===== src/rtl/kctl_pkg.sv =====
package kctl_pkg;
    localparam int DATA_W      = 32;
    localparam int STRB_W      = DATA_W / 8;
    localparam int CTRL_WORD   = 0;
    localparam int GIE_WORD    = 1;
    localparam int IER_WORD    = 2;
    localparam int ISR_WORD    = 3;
    localparam int ARG_BASE    = 4;
    localparam logic [1:0] RESP_OKAY = 2'b00;
endpackage


===== src/rtl/kctl_rst_pipe.sv =====
module kctl_rst_pipe #(
    parameter int STAGES = 2
) (
    input  logic clk,
    input  logic rst_in_n,
    output logic rst_out_n
);
    logic [STAGES-1:0] pipe_d, pipe_q;

    always_comb begin
        pipe_d = {pipe_q[STAGES-2:0], 1'b1};
    end

    always_ff @(posedge clk) begin
        if (!rst_in_n) pipe_q <= '0;
        else           pipe_q <= pipe_d;
    end

    assign rst_out_n = pipe_q[STAGES-1];
endmodule


===== src/rtl/kctl_wr_chan.sv =====
module kctl_wr_chan
    import kctl_pkg::*;
#(
    parameter int ADDR_W = 8
) (
    input  logic              clk,
    input  logic              rst_n,
    input  logic              awvalid,
    output logic              awready,
    input  logic [ADDR_W-1:0] awaddr,
    input  logic              wvalid,
    output logic              wready,
    input  logic [DATA_W-1:0] wdata,
    input  logic [STRB_W-1:0] wstrb,
    output logic              bvalid,
    input  logic              bready,
    output logic [1:0]        bresp,
    output logic              reg_we,
    output logic [ADDR_W-1:0] reg_waddr,
    output logic [DATA_W-1:0] reg_wdata,
    output logic [STRB_W-1:0] reg_wstrb
);
    typedef struct packed {
        logic              aw_full;
        logic [ADDR_W-1:0] addr;
        logic              w_full;
        logic [DATA_W-1:0] data;
        logic [STRB_W-1:0] strb;
        logic              bvalid;
    } wr_state_t;

    wr_state_t st_d, st_q;

    always_comb begin
        st_d    = st_q;
        awready = rst_n && !st_q.aw_full;
        wready  = rst_n && !st_q.w_full;
        reg_we  = st_q.aw_full && st_q.w_full && !st_q.bvalid;
        if (awvalid && awready) begin
            st_d.aw_full = 1'b1;
            st_d.addr    = awaddr;
        end
        if (wvalid && wready) begin
            st_d.w_full = 1'b1;
            st_d.data   = wdata;
            st_d.strb   = wstrb;
        end
        if (reg_we) begin
            st_d.aw_full = 1'b0;
            st_d.w_full  = 1'b0;
            st_d.bvalid  = 1'b1;
        end
        if (st_q.bvalid && bready) st_d.bvalid = 1'b0;
    end

    always_ff @(posedge clk) begin
        if (!rst_n) st_q <= '0;
        else        st_q <= st_d;
    end

    assign reg_waddr = st_q.addr;
    assign reg_wdata = st_q.data;
    assign reg_wstrb = st_q.strb;
    assign bvalid    = st_q.bvalid;
    assign bresp     = RESP_OKAY;

    // a pending write response is held until the host takes it
    a_r2_bvalid_held: assert property (@(posedge clk) disable iff (!rst_n)
        (bvalid && !bready) |=> bvalid);
endmodule


===== src/rtl/kctl_rd_chan.sv =====
module kctl_rd_chan
    import kctl_pkg::*;
#(
    parameter int ADDR_W = 8
) (
    input  logic              clk,
    input  logic              rst_n,
    input  logic              arvalid,
    output logic              arready,
    input  logic [ADDR_W-1:0] araddr,
    output logic              rvalid,
    input  logic              rready,
    output logic [DATA_W-1:0] rdata,
    output logic [1:0]        rresp,
    output logic              reg_re,
    output logic [ADDR_W-1:0] reg_raddr,
    input  logic [DATA_W-1:0] reg_rdata
);
    typedef struct packed {
        logic              rvalid;
        logic [DATA_W-1:0] rdata;
    } rd_state_t;

    rd_state_t st_d, st_q;

    always_comb begin
        st_d      = st_q;
        arready   = rst_n && !st_q.rvalid;
        reg_re    = arvalid && arready;
        reg_raddr = araddr;
        if (reg_re) begin
            st_d.rvalid = 1'b1;
            st_d.rdata  = reg_rdata;
        end
        if (st_q.rvalid && rready) st_d.rvalid = 1'b0;
    end

    always_ff @(posedge clk) begin
        if (!rst_n) st_q <= '0;
        else        st_q <= st_d;
    end

    assign rvalid = st_q.rvalid;
    assign rdata  = st_q.rdata;
    assign rresp  = RESP_OKAY;

    // read data stays put while the host stalls
    a_r2_rdata_held: assert property (@(posedge clk) disable iff (!rst_n)
        (rvalid && !rready) |=> (rvalid && $stable(rdata)));
endmodule


===== src/rtl/kctl_regfile.sv =====
module kctl_regfile
    import kctl_pkg::*;
#(
    parameter int ADDR_W   = 8,
    parameter int N_SCALAR = 2,
    parameter int N_PTR    = 2
) (
    input  logic                    clk,
    input  logic                    rst_n,
    input  logic                    we,
    input  logic [ADDR_W-1:0]       waddr,
    input  logic [DATA_W-1:0]       wdata,
    input  logic [STRB_W-1:0]       wstrb,
    input  logic                    re,
    input  logic [ADDR_W-1:0]       raddr,
    output logic [DATA_W-1:0]       rdata,
    output logic                    core_start,
    input  logic                    core_done,
    input  logic                    core_idle,
    output logic                    irq,
    output logic [32*N_SCALAR-1:0]  arg_scalar,
    output logic [64*N_PTR-1:0]     arg_ptr
);
    localparam int IDX_W     = ADDR_W - 2;
    localparam int ARG_WORDS = N_SCALAR + 2 * N_PTR;

    typedef struct packed {
        logic                             start;
        logic                             done;
        logic                             gie;
        logic                             ier;
        logic                             isr;
        logic [ARG_WORDS-1:0][DATA_W-1:0] arg;
    } regs_t;

    regs_t rg_d, rg_q;

    logic [IDX_W-1:0] widx, ridx;
    logic             unused_lsb;
    assign widx       = waddr[ADDR_W-1:2];
    assign ridx       = raddr[ADDR_W-1:2];
    assign unused_lsb = ^{waddr[1:0], raddr[1:0]};

    always_comb begin
        rg_d = rg_q;
        // completion event from the core
        if (core_done) begin
            rg_d.start = 1'b0;
            rg_d.done  = 1'b1;
            if (rg_q.ier) rg_d.isr = 1'b1;
        end
        // reading the control word consumes the done flag
        if (re && ridx == IDX_W'(CTRL_WORD) && !core_done) rg_d.done = 1'b0;
        if (we && wstrb[0]) begin
            if (widx == IDX_W'(CTRL_WORD) && wdata[0]) rg_d.start = 1'b1;
            if (widx == IDX_W'(GIE_WORD)) rg_d.gie = wdata[0];
            if (widx == IDX_W'(IER_WORD)) rg_d.ier = wdata[0];
            if (widx == IDX_W'(ISR_WORD) && wdata[0]) rg_d.isr = ~rg_d.isr;
        end
        if (we) begin
            for (int k = 0; k < ARG_WORDS; k++) begin
                if (widx == IDX_W'(ARG_BASE + k)) begin
                    for (int b = 0; b < STRB_W; b++) begin
                        if (wstrb[b]) rg_d.arg[k][b*8 +: 8] = wdata[b*8 +: 8];
                    end
                end
            end
        end
    end

    always_ff @(posedge clk) begin
        if (!rst_n) rg_q <= '0;
        else        rg_q <= rg_d;
    end

    always_comb begin
        rdata = '0;
        if (ridx == IDX_W'(CTRL_WORD)) rdata[2:0] = {core_idle, rg_q.done, rg_q.start};
        if (ridx == IDX_W'(GIE_WORD))  rdata[0]   = rg_q.gie;
        if (ridx == IDX_W'(IER_WORD))  rdata[0]   = rg_q.ier;
        if (ridx == IDX_W'(ISR_WORD))  rdata[0]   = rg_q.isr;
        for (int k = 0; k < ARG_WORDS; k++) begin
            if (ridx == IDX_W'(ARG_BASE + k)) rdata = rg_q.arg[k];
        end
    end

    assign core_start = rg_q.start;
    assign irq        = rg_q.gie && rg_q.isr;

    for (genvar i = 0; i < N_SCALAR; i++) begin : g_scalar
        assign arg_scalar[32*i +: 32] = rg_q.arg[i];
    end
    for (genvar k = 0; k < N_PTR; k++) begin : g_ptr
        assign arg_ptr[64*k +: 64] = {rg_q.arg[N_SCALAR + 2*k + 1], rg_q.arg[N_SCALAR + 2*k]};
    end

    // completion drops the start request unless the host re-arms it in the same cycle
    a_r4_start_clears: assert property (@(posedge clk) disable iff (!rst_n)
        (core_done && !(we && widx == IDX_W'(CTRL_WORD))) |=> !core_start);

    // reading the control word without a new completion leaves done clear
    a_r5_done_read_clear: assert property (@(posedge clk) disable iff (!rst_n)
        (re && ridx == IDX_W'(CTRL_WORD) && !core_done) |=> !rg_q.done);

    // status rises by itself only on an enabled completion
    a_r8_status_needs_enable: assert property (@(posedge clk) disable iff (!rst_n)
        ($rose(rg_q.isr) && !$past(we)) |-> $past(core_done && rg_q.ier));
endmodule


===== src/rtl/kctl_axil_slave.sv =====
module kctl_axil_slave
    import kctl_pkg::*;
#(
    parameter int ADDR_W     = 8,
    parameter int N_SCALAR   = 2,
    parameter int N_PTR      = 2,
    parameter int RST_STAGES = 2
) (
    input  logic                   aclk,
    input  logic                   aresetn,
    input  logic                   s_awvalid,
    output logic                   s_awready,
    input  logic [ADDR_W-1:0]      s_awaddr,
    input  logic                   s_wvalid,
    output logic                   s_wready,
    input  logic [31:0]            s_wdata,
    input  logic [3:0]             s_wstrb,
    output logic                   s_bvalid,
    input  logic                   s_bready,
    output logic [1:0]             s_bresp,
    input  logic                   s_arvalid,
    output logic                   s_arready,
    input  logic [ADDR_W-1:0]      s_araddr,
    output logic                   s_rvalid,
    input  logic                   s_rready,
    output logic [31:0]            s_rdata,
    output logic [1:0]             s_rresp,
    output logic                   core_start,
    input  logic                   core_done,
    input  logic                   core_idle,
    output logic                   irq,
    output logic [32*N_SCALAR-1:0] arg_scalar,
    output logic [64*N_PTR-1:0]    arg_ptr
);
    logic              rst_n;
    logic              reg_we, reg_re;
    logic [ADDR_W-1:0] reg_waddr, reg_raddr;
    logic [31:0]       reg_wdata, reg_rdata;
    logic [3:0]        reg_wstrb;

    kctl_rst_pipe #(.STAGES(RST_STAGES)) u_rst (
        .clk(aclk), .rst_in_n(aresetn), .rst_out_n(rst_n)
    );

    kctl_wr_chan #(.ADDR_W(ADDR_W)) u_wr (
        .clk(aclk), .rst_n(rst_n),
        .awvalid(s_awvalid), .awready(s_awready), .awaddr(s_awaddr),
        .wvalid(s_wvalid), .wready(s_wready), .wdata(s_wdata), .wstrb(s_wstrb),
        .bvalid(s_bvalid), .bready(s_bready), .bresp(s_bresp),
        .reg_we(reg_we), .reg_waddr(reg_waddr), .reg_wdata(reg_wdata), .reg_wstrb(reg_wstrb)
    );

    kctl_rd_chan #(.ADDR_W(ADDR_W)) u_rd (
        .clk(aclk), .rst_n(rst_n),
        .arvalid(s_arvalid), .arready(s_arready), .araddr(s_araddr),
        .rvalid(s_rvalid), .rready(s_rready), .rdata(s_rdata), .rresp(s_rresp),
        .reg_re(reg_re), .reg_raddr(reg_raddr), .reg_rdata(reg_rdata)
    );

    kctl_regfile #(.ADDR_W(ADDR_W), .N_SCALAR(N_SCALAR), .N_PTR(N_PTR)) u_regs (
        .clk(aclk), .rst_n(rst_n),
        .we(reg_we), .waddr(reg_waddr), .wdata(reg_wdata), .wstrb(reg_wstrb),
        .re(reg_re), .raddr(reg_raddr), .rdata(reg_rdata),
        .core_start(core_start), .core_done(core_done), .core_idle(core_idle),
        .irq(irq), .arg_scalar(arg_scalar), .arg_ptr(arg_ptr)
    );
endmodule


===== config.mk =====
export PLATFORM = sky130hd
export DESIGN_NAME = kctl_axil_slave
export DESIGN_NICKNAME = d
export VERILOG_FILES = /design/src/rtl/kctl_pkg.sv /design/src/rtl/kctl_rst_pipe.sv /design/src/rtl/kctl_wr_chan.sv /design/src/rtl/kctl_rd_chan.sv /design/src/rtl/kctl_regfile.sv /design/src/rtl/kctl_axil_slave.sv
export SDC_FILE = /design/constraint.sdc
export NUM_CORES = 1
export LEC_CHECK = 0
export CAP_MARGIN = 20
export CORE_AREA = 2 2 176 178
export DETAILED_ROUTE_END_ITERATION = 7
export DIE_AREA = 0 0 178 180
export PLACE_DENSITY = 0.81
export SKIP_LAST_GASP = 1
export SYNTH_ARGS = -nofsm -noshare
export SYNTH_HDL_FRONTEND = slang
export SYNTH_HIERARCHICAL = 1
export SYNTH_SLANG_ARGS = --single-unit

===== constraint.sdc =====
create_clock -name aclk -period 6.2 [get_ports aclk]
set_input_delay 0.93 -clock aclk [delete_from_list [all_inputs] [get_ports aclk]]
set_output_delay 0.93 -clock aclk [all_outputs]
set_load 0.1 [all_outputs]

### Word level (Yosys, flattened, before mapping)

Cells that the tools add are included.

* logic and storage cells: 130
* output and inout bits: 235
* memories kept: 0
* latch bits: 0
* input bits: 61
* ROM bits: 0
* bits in registers: 279
* RAM bits: 0

* eq/ne operators: 18
* shifts and indexed selects: 0
* reductions and logical operators: 53
* order comparisons: 0
* mux-type cells: 18
* div/mod/pow operators: 0
* bitwise logic cells: 2
* add/subtract/negate cells: 0
* multiply operators: 0

Operators with widths (number)
* two-way mux 32 bit: 6
* AND reduction 3 bit: 24
* == test 6 x 3 -> 1 bit (second input constant): 8
* == test 6 x 2 -> 1 bit (second input constant): 4
* == test 6 x 4 -> 1 bit (second input constant): 4
* logical AND 1 bit: 16
* == test 6 x 1 -> 1 bit (second input constant): 2
* zero test 6 bit: 2
* two-way mux 1 bit: 10
* OR reduction 2 bit: 4
* zero test 1 bit: 5
* AND reduction 2 bit: 2
* two-way mux 3 bit: 1
* two-way mux 2 bit: 1
* inverter 1 bit: 2

### Longest topological paths before layout

Gate-level depths: netlist (run 1).

* word-level depth: 11
* gate-level depth with buffers: 11
* gate-level depth less buffers: 6

### Modules after synthesis

Netlist (run 1), hierarchy kept.

Modules (own cells, without submodules)
* kctl_regfile: instances 1, area each 9683.0 um2, seq. area each 3943.8 um2, cells an instance 1065
* kctl_wr_chan: instances 1, area each 2284.7 um2, seq. area each 940.9 um2, cells an instance 252
* kctl_rd_chan: instances 1, area each 1451.4 um2, seq. area each 660.6 um2, cells an instance 156
* kctl_rst_pipe: instances 1, area each 46.3 um2, seq. area each 40.0 um2, cells an instance 3

### Worst setup path after synthesis (run 1)

OpenSTA, ideal clock, no wires.

* kind: register to output
* from: reg u_rst.pipe_q[1]
* to: out s_awready
* stages on the path, launching flop included: 4
* data arrival time: 2085 ps
* data required time: 5270 ps
* slack: 3185 ps
* path buffers: 2
* cells stage by stage: dfxtp_1 buf_4 buf_6 nor2b_1

* longest elaborated chain between the ends: 1

Ends and longest elaborated chain
* from (decl): line kctl_rst_pipe.sv:8 `logic [STAGES-1:0] pipe_d, pipe_q;`
* from (signal assigned): line kctl_rst_pipe.sv:16 `else pipe_q <= pipe_d;`
* logical AND 1 bit: line kctl_wr_chan.sv:36 `awready = rst_n && !st_q.aw_full;`
* to (decl): line kctl_axil_slave.sv:12 `output logic s_awready,`

No other way between the ends.

### Worst setup path after layout (run 1)

* from: reg u_rst.pipe_q[1]
* to: out s_wready

* longest elaborated chain between the ends: 1

Ends and longest elaborated chain
* logical AND 1 bit: line kctl_wr_chan.sv:37 `wready = rst_n && !st_q.w_full;`
* to (decl): line kctl_axil_slave.sv:15 `output logic s_wready,`

No other way between the ends.

==> qor.yml, run 1 <==
min_path:
  hold_path.class: "reg -> reg"
  min_to: "u_rst/pipe_q[1]"
  holdCritStartpoint: "u_rst/pipe_q[0]"
  min_path_cells: 1
sta:
  setup_violations: 0
  timing.final.ws_setup_ps: 2850
  finalSetupTns_ps: 0
  period_needed_ps: 3350
  finalClockSkew_ps: 17.4
  worst_pin_slew_ps: 1130
  finalCritPeriodShare: 0.540
  final_max_slew_viol_count: 0
  hold_viol: 0
  holdWs_ps: 432
  rsz0062_at_grt: "no"
  timing.fmax_ghz: 0.298
  max-slew-margin-rel: 0.247
detailed_routing:
  post_drt_wl_per_cell_um: 19.9
  drtPass1Iterations: 5
  detail_route.vias_per_cell: 5.38
  drt_iter0_drc: 887
  vias: 10112
  finalWirelength_um: 37300
  drc: 0
  ant_nets: 0
power:
  ir_drop_mv: 0.230
  p_leak_nw: 5.36
  comb_power_share: 0.051
  powerDensity_nw_per_um2: 243
  p_switching_uw: 848
  p_clk_frac: 0.467
  swShare: 0.226
  seqPwrFrac: 0.481
  p_int_mw: 2.90
layout:
  syn_to_final_growth_pct: 15.4
  fin_cells: 1878
  diodes: 0
  nets: 1521
  drive_gt1_frac: 0.0783
  fillers: 2704
clock_tree:
  ctsHtreeMaxLevel: 1
  cts_tree: "yes"
  clock_latency_ps: 550
  clk_path_buf_depth: 3
  clock-sinks: 277
  hold_buffers: 0
  cts_buffers: 30
  clk_pin_slew_ps: 60
  root_buffer: "clkbuf_16"
  cts_resized: 0
  post_cts_buffers: 0
placed_design:
  dpl.hpwl_um: 27900
  dp.cells: 1823
  gp_congestion: 0.869
  io_buffers: 287
  pre_cts_slack_ps: 2610
worst_setup_path:
  slowest_stage: "clkdlybuf4s50_1"
  path_class: "reg -> out"
  cp_slowest_stage_delay_ps: 1140
  reg2reg_slack_ps: 3350
  r2r-end: "u_regs/arg_ptr[93]"
  crit_chain: "nor2b_1, clkdlybuf4s50_1"
  cp-end-kind: "primary output"
  critPathArrivalTime_ps: 2420
  cp_top_family: "buffers and inverters"
  ff2ff_path_depth: 5
  start_kind: "flop"
  cp_num_buf_inv: 1
  required_ps: 5270
  reg2reg_from: "u_rst/pipe_q[1]"
  path_max_fanout: 26
global_route:
  grt_overflow: 0
  grt_pass1_vias: 9155
  grt_max_degree: 127
  antenna_found_initial: 0
  grt_pass1_wl_um: 55400
  grt_usage: 0.223
job:
  cap_viol_max_count: 0
floorplanning:
  ios: 296
  die_w_um: 178
  die_h_um: 180
  row_count: 64
  start_util: 0.443
  design.core.area_um2: 30200
  die-area_um2: 32000
run_status:
  run_status: "finished clean"
synth:
  ys_warn_count: 6
  netlist_instances: 1464
  syn_area_um2: 13400
  synth_area_per_cell_um2: 9.13
power groups by stage:
| stage | sequential [mW] | combinational, mW | clock, mW |
|---|---|---|---|
| after floorplan | 1.84 | 0.162 | 0 |
| after global placement | 1.84 | 0.187 | 0 |
| after detailed placement | 1.84 | 0.190 | 0 |
| after CTS | 1.80 | 0.190 | 1.79 |
| after global routing | 1.81 | 0.205 | 1.85 |
| final | 1.81 | 0.192 | 1.75 |
how the worst max path moves through the flow:
stage                     from       endpoint  slack [ps]  cells after the start
6_report       u_rst/pipe_q[1]       s_wready        2850                      2
5_1_grt        u_rst/pipe_q[1]      s_awready        2760                      2
4_1_cts        u_rst/pipe_q[1]       s_wready        2820                      2
3_5_place_dp       s_araddr[4]  u_rd/rdata[1]        2610                      8
3_3_place_gp       s_araddr[4]  u_rd/rdata[1]        2670                      8
2_1_floorplan  u_rst/pipe_q[1]      s_awready        3180                      3
cells in the final DEF, fill, tap and decap left out, types with 2 or more instances in the layout:
master and instances:
clkdlybuf4s50_1 285, dfxtp_1 276, nand2_1 190, o21ai_0 182, nand3_1 180, mux2i_1 99, nor2b_1 57, clkbuf_16 31
mux4_2 28, a221o_1 18, nand4_1 16, buf_4 13, nor2_1 10, a221o_2 8, clkbuf_8 7, clkbuf_1 6
and2_1 6, clkinv_2 5, inv_1 5, a21oi_1 5, conb_1 4, o21a_1 3, mux2_2 3, a2bb2oi_1 3
nor3_1 3, nand4b_1 3, clkinv_4 2, clkinvlp_4 2, buf_2 2, nor2b_4 2, nor3_4 2, a32oi_1 2
a31oi_1 2, nand3_2 2
final cells by class:
class / instances / area, um2 / area share
Clock buffer: 44 / 895 / 0.0580
Clock inverter: 10 / 87.6 / 0.00568
Inverter: 5 / 18.8 / 0.00122
Multi-Input combinational cell: 845 / 5390 / 0.349
Sequential cell: 277 / 5550 / 0.360
Tap cell: 396 / 495 / 0.0321
Timing Repair Buffer: 301 / 2990 / 0.194
worst register-to-register path: stages (launching register included):
cell	delay, ps
dfxtp_4	540
buf_4	870
buf_4	360
buf_16	370
nand2_1	350
o21ai_0	260
through the flow:
step | utilization | cell area [um2] | total power, mW
after detailed placement | 0.477 | 14400 | 2.03
after global placement | 0.477 | 14400 | 2.03
final | 0.511 | 15400 | 3.75
after global routing | 0.511 | 15400 | 3.86
after CTS | 0.510 | 15400 | 3.78
after floorplan | - | 13400 | 2.00
flip-flops by register name, indices dropped and copies added, names as in the netlist:
register           count
u_wr/reg_wdata        32
u_rd/rdata            32
u_wr/bvalid            1
u_rst/pipe_q           2
u_regs/arg_ptr       128
u_regs/arg_scalar     64
u_wr/reg_waddr         6
u_regs/rg_q            4
u_wr/st_q              2
u_rd/rvalid            1
u_regs/core_start      1
u_wr/reg_wstrb         4
layer usage:
| metal | track usage | vias to the layer above | part of all wire |
|---|---|---|---|
| li1 | - | 4824 | - |
| met4 | 0.100 | 0 | 0.046 |
| met2 | 0.326 | 427 | 0.43 |
| met5 | 0 | - | 0 |
| met1 | 0.316 | 4775 | 0.44 |
| met3 | 0.0461 | 86 | 0.085 |
Power figures use the tool's default switching activity.
==> inputs of run 2 (changes only) <==
- PLACE_DENSITY: 0.81 -> 0.84
- clock period: 6.2 -> 2.95 ns (I/O delays scaled with it)
==> run 2 against run 1 <==
Effect of this change: final area decreased by 3.0%; die area unchanged; non-clock buffer count increased by 10; routed wire length decreased by 0.52%; via count increased by 0.29%; clock skew increased by 0.88 ps; highest routed layer unchanged.
==> qor.yml, run 2 (synthesis results as in run 1) <==
run_status:
  run_status: "finished clean"  # unchanged
sta:
  final_max_slew_viol_count: 0  # unchanged
  finalSetupTns_ps: 0  # unchanged
  finalClockSkew_ps: 18.3  # was 17.4 ps
  timing.fmax_ghz: 0.390
  finalCritPeriodShare: 0.869
  worst_pin_slew_ps: 967  # was 1130 ps
  setup_violations: 0  # unchanged
  period_needed_ps: 2560
  hold_viol: 0  # unchanged
  max-slew-margin-rel: 0.355  # was 0.247
  rsz0062_at_grt: "no"  # unchanged
detailed_routing:
  drc: 0  # unchanged
  finalWirelength_um: 37100  # was 37,300 um
  dr_wl_met2_um: 15700  # was 15,900 um
  detail_route.vias_per_cell: 5.37  # was 5.38
  vias: 10141  # was 10,112
  wl_met3_um: 3350  # was 3180 um
  post_drt_wl_per_cell_um: 19.7  # was 19.9 um
  wl_met1_um: 16100  # was 16,500 um
  drt_iter0_drc: 922  # was 887
  dr.max_layer_used: "met4"  # unchanged
  drtPass1Iterations: 6  # was 5
  ant_nets: 0  # unchanged
clock_tree:
  cts_resized: 0  # unchanged
  hold_buffers: 0  # unchanged
  cts_tree: "yes"  # unchanged
  clk_path_buf_depth: 3  # unchanged
  cts_buffers: 29  # was 30
  clk_pin_slew_ps: 60  # about the same
  post_cts_buffers: 0  # unchanged
  clock-sinks: 277  # unchanged
  root_buffer: "clkbuf_16"  # unchanged
  clock_latency_ps: 550  # about the same
  ctsHtreeMaxLevel: 1  # unchanged
layout:
  fin_cells: 1888  # was 1,878
  syn_to_final_growth_pct: 12.0  # was 15.4%
  largest_reg_flops: 128  # unchanged
  register_area_um2: 5550  # unchanged
  fillers: 2707  # was 2,704
  nets: 1530  # was 1,521
  diodes: 0  # unchanged
  layout_commonest_cell: "dfxtp_1"  # was clkdlybuf4s50_1
  final_cell_mix: "276 x dfxtp_1, 252 x buf_4, 190 x nand2_1"  # was 285 x clkdlybuf4s50_1, 276 x dfxtp_1, 190 x nand2_1
  multiInputGateArea_um2: 5390  # unchanged
  drive_gt1_frac: 0.241  # was 0.0783
placed_design:
  gp_congestion: 0.885  # was 0.869
  dpl.hpwl_um: 27700  # was 27,900 um
  io_buffers: 287  # unchanged
  dp.cells: 1834  # was 1,823
floorplanning:
  die_w_um: 178  # unchanged
  design.core.area_um2: 30200  # unchanged
  die-area_um2: 32000  # unchanged
  ios: 296  # unchanged
  row_count: 64  # unchanged
  die_h_um: 180  # unchanged
  start_util: 0.443  # unchanged
worst_setup_path:
  critPathArrivalTime_ps: 2960  # was 2420 ps
  cp_slowest_stage_delay_ps: 600  # was 1140 ps
  cp-end-kind: "flop"  # was primary output
  path_class: "reg -> reg"  # was reg -> out
  path_max_fanout: 16  # was 26
  crit_chain: "and3b_1, nor2b_1, nand4_1, nand3_1, o21ai_0"  # was nor2b_1, clkdlybuf4s50_1
  cp_num_buf_inv: 0  # was 1
  cp_top_family: "simple AND/OR/NAND/NOR gates"  # was buffers and inverters
  slowest_stage: "nand4_1"  # was clkdlybuf4s50_1
  start_kind: "flop"  # unchanged
  required_ps: 3350  # was 5270 ps
power:
  powerDensity_nw_per_um2: 536  # was 243 nW/um2
  p_leak_nw: 5.91  # was 5.36 nW
  ir_drop_mv: 0.487  # was 0.230 mV
min_path:
  hold_path.class: "in -> reg"  # was reg -> reg
global_route:
  grt_max_degree: 197  # was 127
  grt_overflow: 0  # unchanged
  grt_usage: 0.222  # was 0.223
  grt_pass1_vias: 9409  # was 9,155
  grt_pass1_wl_um: 55300  # was 55,400 um
  antenna_found_initial: 0  # unchanged
job:
  cap_viol_max_count: 0  # unchanged
[run 2: where the power goes]
part           total [mW]  leakage, nW  switching, mW  internal (mW)
registers            3.79         2.24         0.0266           3.76
clock network        3.82        0.509           1.50           2.33
logic               0.411         3.17          0.250          0.160
[run 2: worst paths after layout]
kind	to	slack (ps)	startpoint	cells after the start
worst max-delay path	u_regs/arg_scalar[45]	390	u_wr/st_q[37]	5
worst min-delay path	u_rst/pipe_q[0]	360	aresetn	1
worst max register to register	u_regs/arg_scalar[45]	390	u_wr/st_q[37]	5
worst min register to register	u_rst/pipe_q[1]	430	u_rst/pipe_q[0]	1
[run 2: area by class of cell]
type | instances | share of cell area
Inverter | 5 | 0.00125
Timing Repair Buffer | 311 | 0.167
Sequential cell | 277 | 0.371
Tap cell | 396 | 0.0331
Multi-Input combinational cell | 845 | 0.360
Clock buffer | 40 | 0.0559
Clock inverter | 14 | 0.0116
[run 2: stage by stage]
stage	cell area (um2)	utilization	worst slack, ps	power [mW]	hold WS, ps
after floorplan	13400	-	422	4.20	406
after global placement	14000	0.462	541	4.28	415
after detailed placement	14000	0.462	485	4.28	424
after CTS	15000	0.496	444	8.10	334
after global routing	15000	0.496	140	8.27	357
final	15000	0.496	385	8.02	355
[run 2: per-layer routing]
| layer | vias to the layer above | global-route usage |
|---|---|---|
| met5 | - | 0 |
| met2 | 413 | 0.323 |
| li1 | 4843 | - |
| met4 | 0 | 0.113 |
| met3 | 99 | 0.0605 |
| met1 | 4786 | 0.301 |
==> inputs of run 3 (changes only) <==
- PLACE_DENSITY: 0.84 -> default
- PLACE_DENSITY_LB_ADDON: default -> 0.2
==> run 3 against run 2 <==
Effect of this change: maximum frequency decreased by 0.72%; sequential share of layout area fell by 0.33 points; critical path depth is 1 higher; clock power is 2% lower; sequential cell count unchanged; clock-buffer cell count is 6 higher; global-route usage rose by 0.21 points; largest power group is now registers; final cell count up 0.58%; non-clock buffer count is 10 higher; total power decreased by 0.67%; final area rose by 0.89%; combinational power is 2% higher.
==> qor.yml, run 3 (synthesis results as in run 1) <==
layout:
  layout_commonest_cell: "dfxtp_1"  # unchanged
  syn_to_final_growth_pct: 13.0  # was 12.0%
  drive_gt1_frac: 0.243  # was 0.241
  stdcell_area_um2: 15100  # was 15,000 um2
  final_cell_mix: "276 x dfxtp_1, 256 x buf_4, 190 x nand2_1"  # was 276 x dfxtp_1, 252 x buf_4, 190 x nand2_1
  nets: 1541  # was 1,530
  largest_reg_flops: 128  # unchanged
  utilization: 0.500  # was 0.496
power:
  powerDensity_nw_per_um2: 528  # was 536 nW/um2
  p_leak_nw: 5.95  # was 5.91 nW
  ir_drop_mv: 0.435  # was 0.487 mV
  comb_power_share: 0.052  # was 0.051
  p_switching_mw: 1.78  # was 1.77 mW
  swShare: 0.223  # was 0.221
  p_clk_frac: 0.471  # was 0.476
  p_int_mw: 6.19  # was 6.25 mW
  power.total_mw: 7.97  # was 8.02 mW
  seqPwrFrac: 0.477  # was 0.472
placed_design:
  dpl.hpwl_um: 27300  # was 27,700 um
  dpl_cell_area_um2: 14100  # was 14,000 um2
  io_buffers: 287  # unchanged
  gp_congestion: 0.887  # was 0.885
worst_setup_path:
  cp-end-kind: "flop"  # unchanged
  required_ps: 3340  # was 3350 ps
  path_max_fanout: 16  # unchanged
  start_kind: "flop"  # unchanged
  reg2reg_slack_ps: 370  # was 390 ps
  path_class: "reg -> reg"  # unchanged
  crit_chain: "and3b_1, nor4bb_1, buf_4, nand3_1, nand3_1, o21ai_0"  # was and3b_1, nor2b_1, nand4_1, nand3_1, o21ai_0
  ff2ff_path_depth: 6  # was 5
  slowest_stage: "nand3_1"  # was nand4_1
  path_common_cell: "nand3_1"
  r2r-end: "u_regs/arg_scalar[3]"  # was u_regs/arg_scalar[45]
  reg2reg_from: "u_wr/st_q[37]"  # unchanged
  cp_top_family: "simple AND/OR/NAND/NOR gates"  # unchanged
  cp_num_buf_inv: 1  # was 0
  critPathArrivalTime_ps: 2970  # was 2960 ps
  cp_slowest_stage_delay_ps: 520  # was 600 ps
  cp.depth: 6  # was 5
detailed_routing:
  post_drt_wl_per_cell_um: 19.7  # about the same
  drtPass1Iterations: 5  # was 6
  finalWirelength_um: 37400  # was 37,100 um
  drt_iter0_drc: 767  # was 922
  drc: 0  # unchanged
  vias: 9894  # was 10,141
  detail_route.vias_per_cell: 5.21  # was 5.37
  ant_nets: 0  # unchanged
clock_tree:
  ctsHtreeMaxLevel: 1  # unchanged
  cts_resized: 0  # unchanged
  root_buffer: "clkbuf_16"  # unchanged
  cts_tree: "yes"  # unchanged
  hold_buffers: 0  # unchanged
  clock_latency_ps: 550  # about the same
  clk_path_buf_depth: 3  # unchanged
  clk_pin_slew_ps: 60  # about the same
  clock-sinks: 277  # unchanged
  post_cts_buffers: 0  # unchanged
  cts_buffers: 30  # was 29
global_route:
  grt_max_degree: 82  # was 197
  grt_usage: 0.224  # was 0.222
  grt_pass1_wl_um: 55400  # was 55,300 um
  grt_overflow: 0  # unchanged
  antenna_found_initial: 5  # was 0
  grt_pass1_vias: 8939  # was 9,409
run_status:
  run_status: "finished clean"  # unchanged
min_path:
  min_to: "u_rst/pipe_q[0]"  # unchanged
  hold_path.class: "in -> reg"  # unchanged
  min_path_cells: 1  # unchanged
  holdCritStartpoint: "aresetn"  # unchanged
floorplanning:
  row_count: 64  # unchanged
  ios: 296  # unchanged
  die_w_um: 178  # unchanged
  die-area_um2: 32000  # unchanged
  start_util: 0.443  # unchanged
  design.core.area_um2: 30200  # unchanged
  die_h_um: 180  # unchanged
sta:
  timing.fmax_ghz: 0.387  # was 0.390 GHz
  rsz0062_at_grt: "no"  # unchanged
  setup_violations: 0  # unchanged
  hold_viol: 0  # unchanged
  final_max_slew_viol_count: 0  # unchanged
  max-slew-margin-rel: 0.491  # was 0.355
  period_needed_ps: 2580  # was 2560 ps
  finalSetupTns_ps: 0  # unchanged
  worst_pin_slew_ps: 761  # was 967 ps
  finalClockSkew_ps: 14.2  # was 18.3 ps
  finalCritPeriodShare: 0.876  # was 0.869
  holdWs_ps: 367  # was 355 ps
job:
  cap_viol_max_count: 0  # unchanged
[run 3: worst max path at each step]
| stage | start | slack, ps | endpoint |
|---|---|---|---|
| after floorplan | u_rst/pipe_q[1] | 420 | s_awready |
| after global placement | s_araddr[4] | 460 | u_rd/rdata[21] |
| after detailed placement | s_araddr[4] | 380 | u_rd/rdata[21] |
| after CTS | u_wr/st_q[37] | 420 | u_regs/arg_scalar[3] |
| after global routing | u_wr/st_q[37] | 230 | u_regs/arg_scalar[3] |
| final | u_wr/st_q[37] | 370 | u_regs/arg_scalar[3] |
[run 3: layer usage]
metal,routed length (um),track usage
met5,13,0
met2,15400,0.324
met4,932,0.0603
met3,2850,0.0463
met1,18200,0.336
[run 3: worst register-to-register path, delay by kind of cell, from the launching register on]
family | cells | cell delay [ps]
and+or+nand+nor | 4 | 1640
DFF | 1 | 410
buffers and inverters | 1 | 210
AOI/OAI and AO/OA | 1 | 140
[run 3: cell type report]
| cell class | count | area (um2) |
|---|---|---|
| fill | 2864 | 15100 |
| sequential | 277 | 5550 |
| multi-input combinational | 845 | 5390 |
| timing repair buffer | 321 | 2650 |
| clock buffer | 46 | 902 |
| tap | 396 | 495 |
| clock inverter | 7 | 87.6 |
| inverter | 5 | 18.8 |
| antenna | 2 | 5.00 |
[run 3: stage by stage]
stage	cells	setup WS, ps
2_1_floorplan	1466	422
3_3_place_gp	1844	456
3_5_place_dp	1844	378
4_1_cts	1897	420
5_1_grt	1897	232
6_report	1899	367
[run 3: power groups by stage]
stage | Clock, mW | Sequential (mW) | Combinational [mW]
CTS | 3.84 | 3.80 | 0.421
detailed placement | 0 | 3.88 | 0.420
floorplan | 0 | 3.86 | 0.340
finish | 3.75 | 3.80 | 0.418
global placement | 0 | 3.88 | 0.418
global route | 3.99 | 3.80 | 0.446
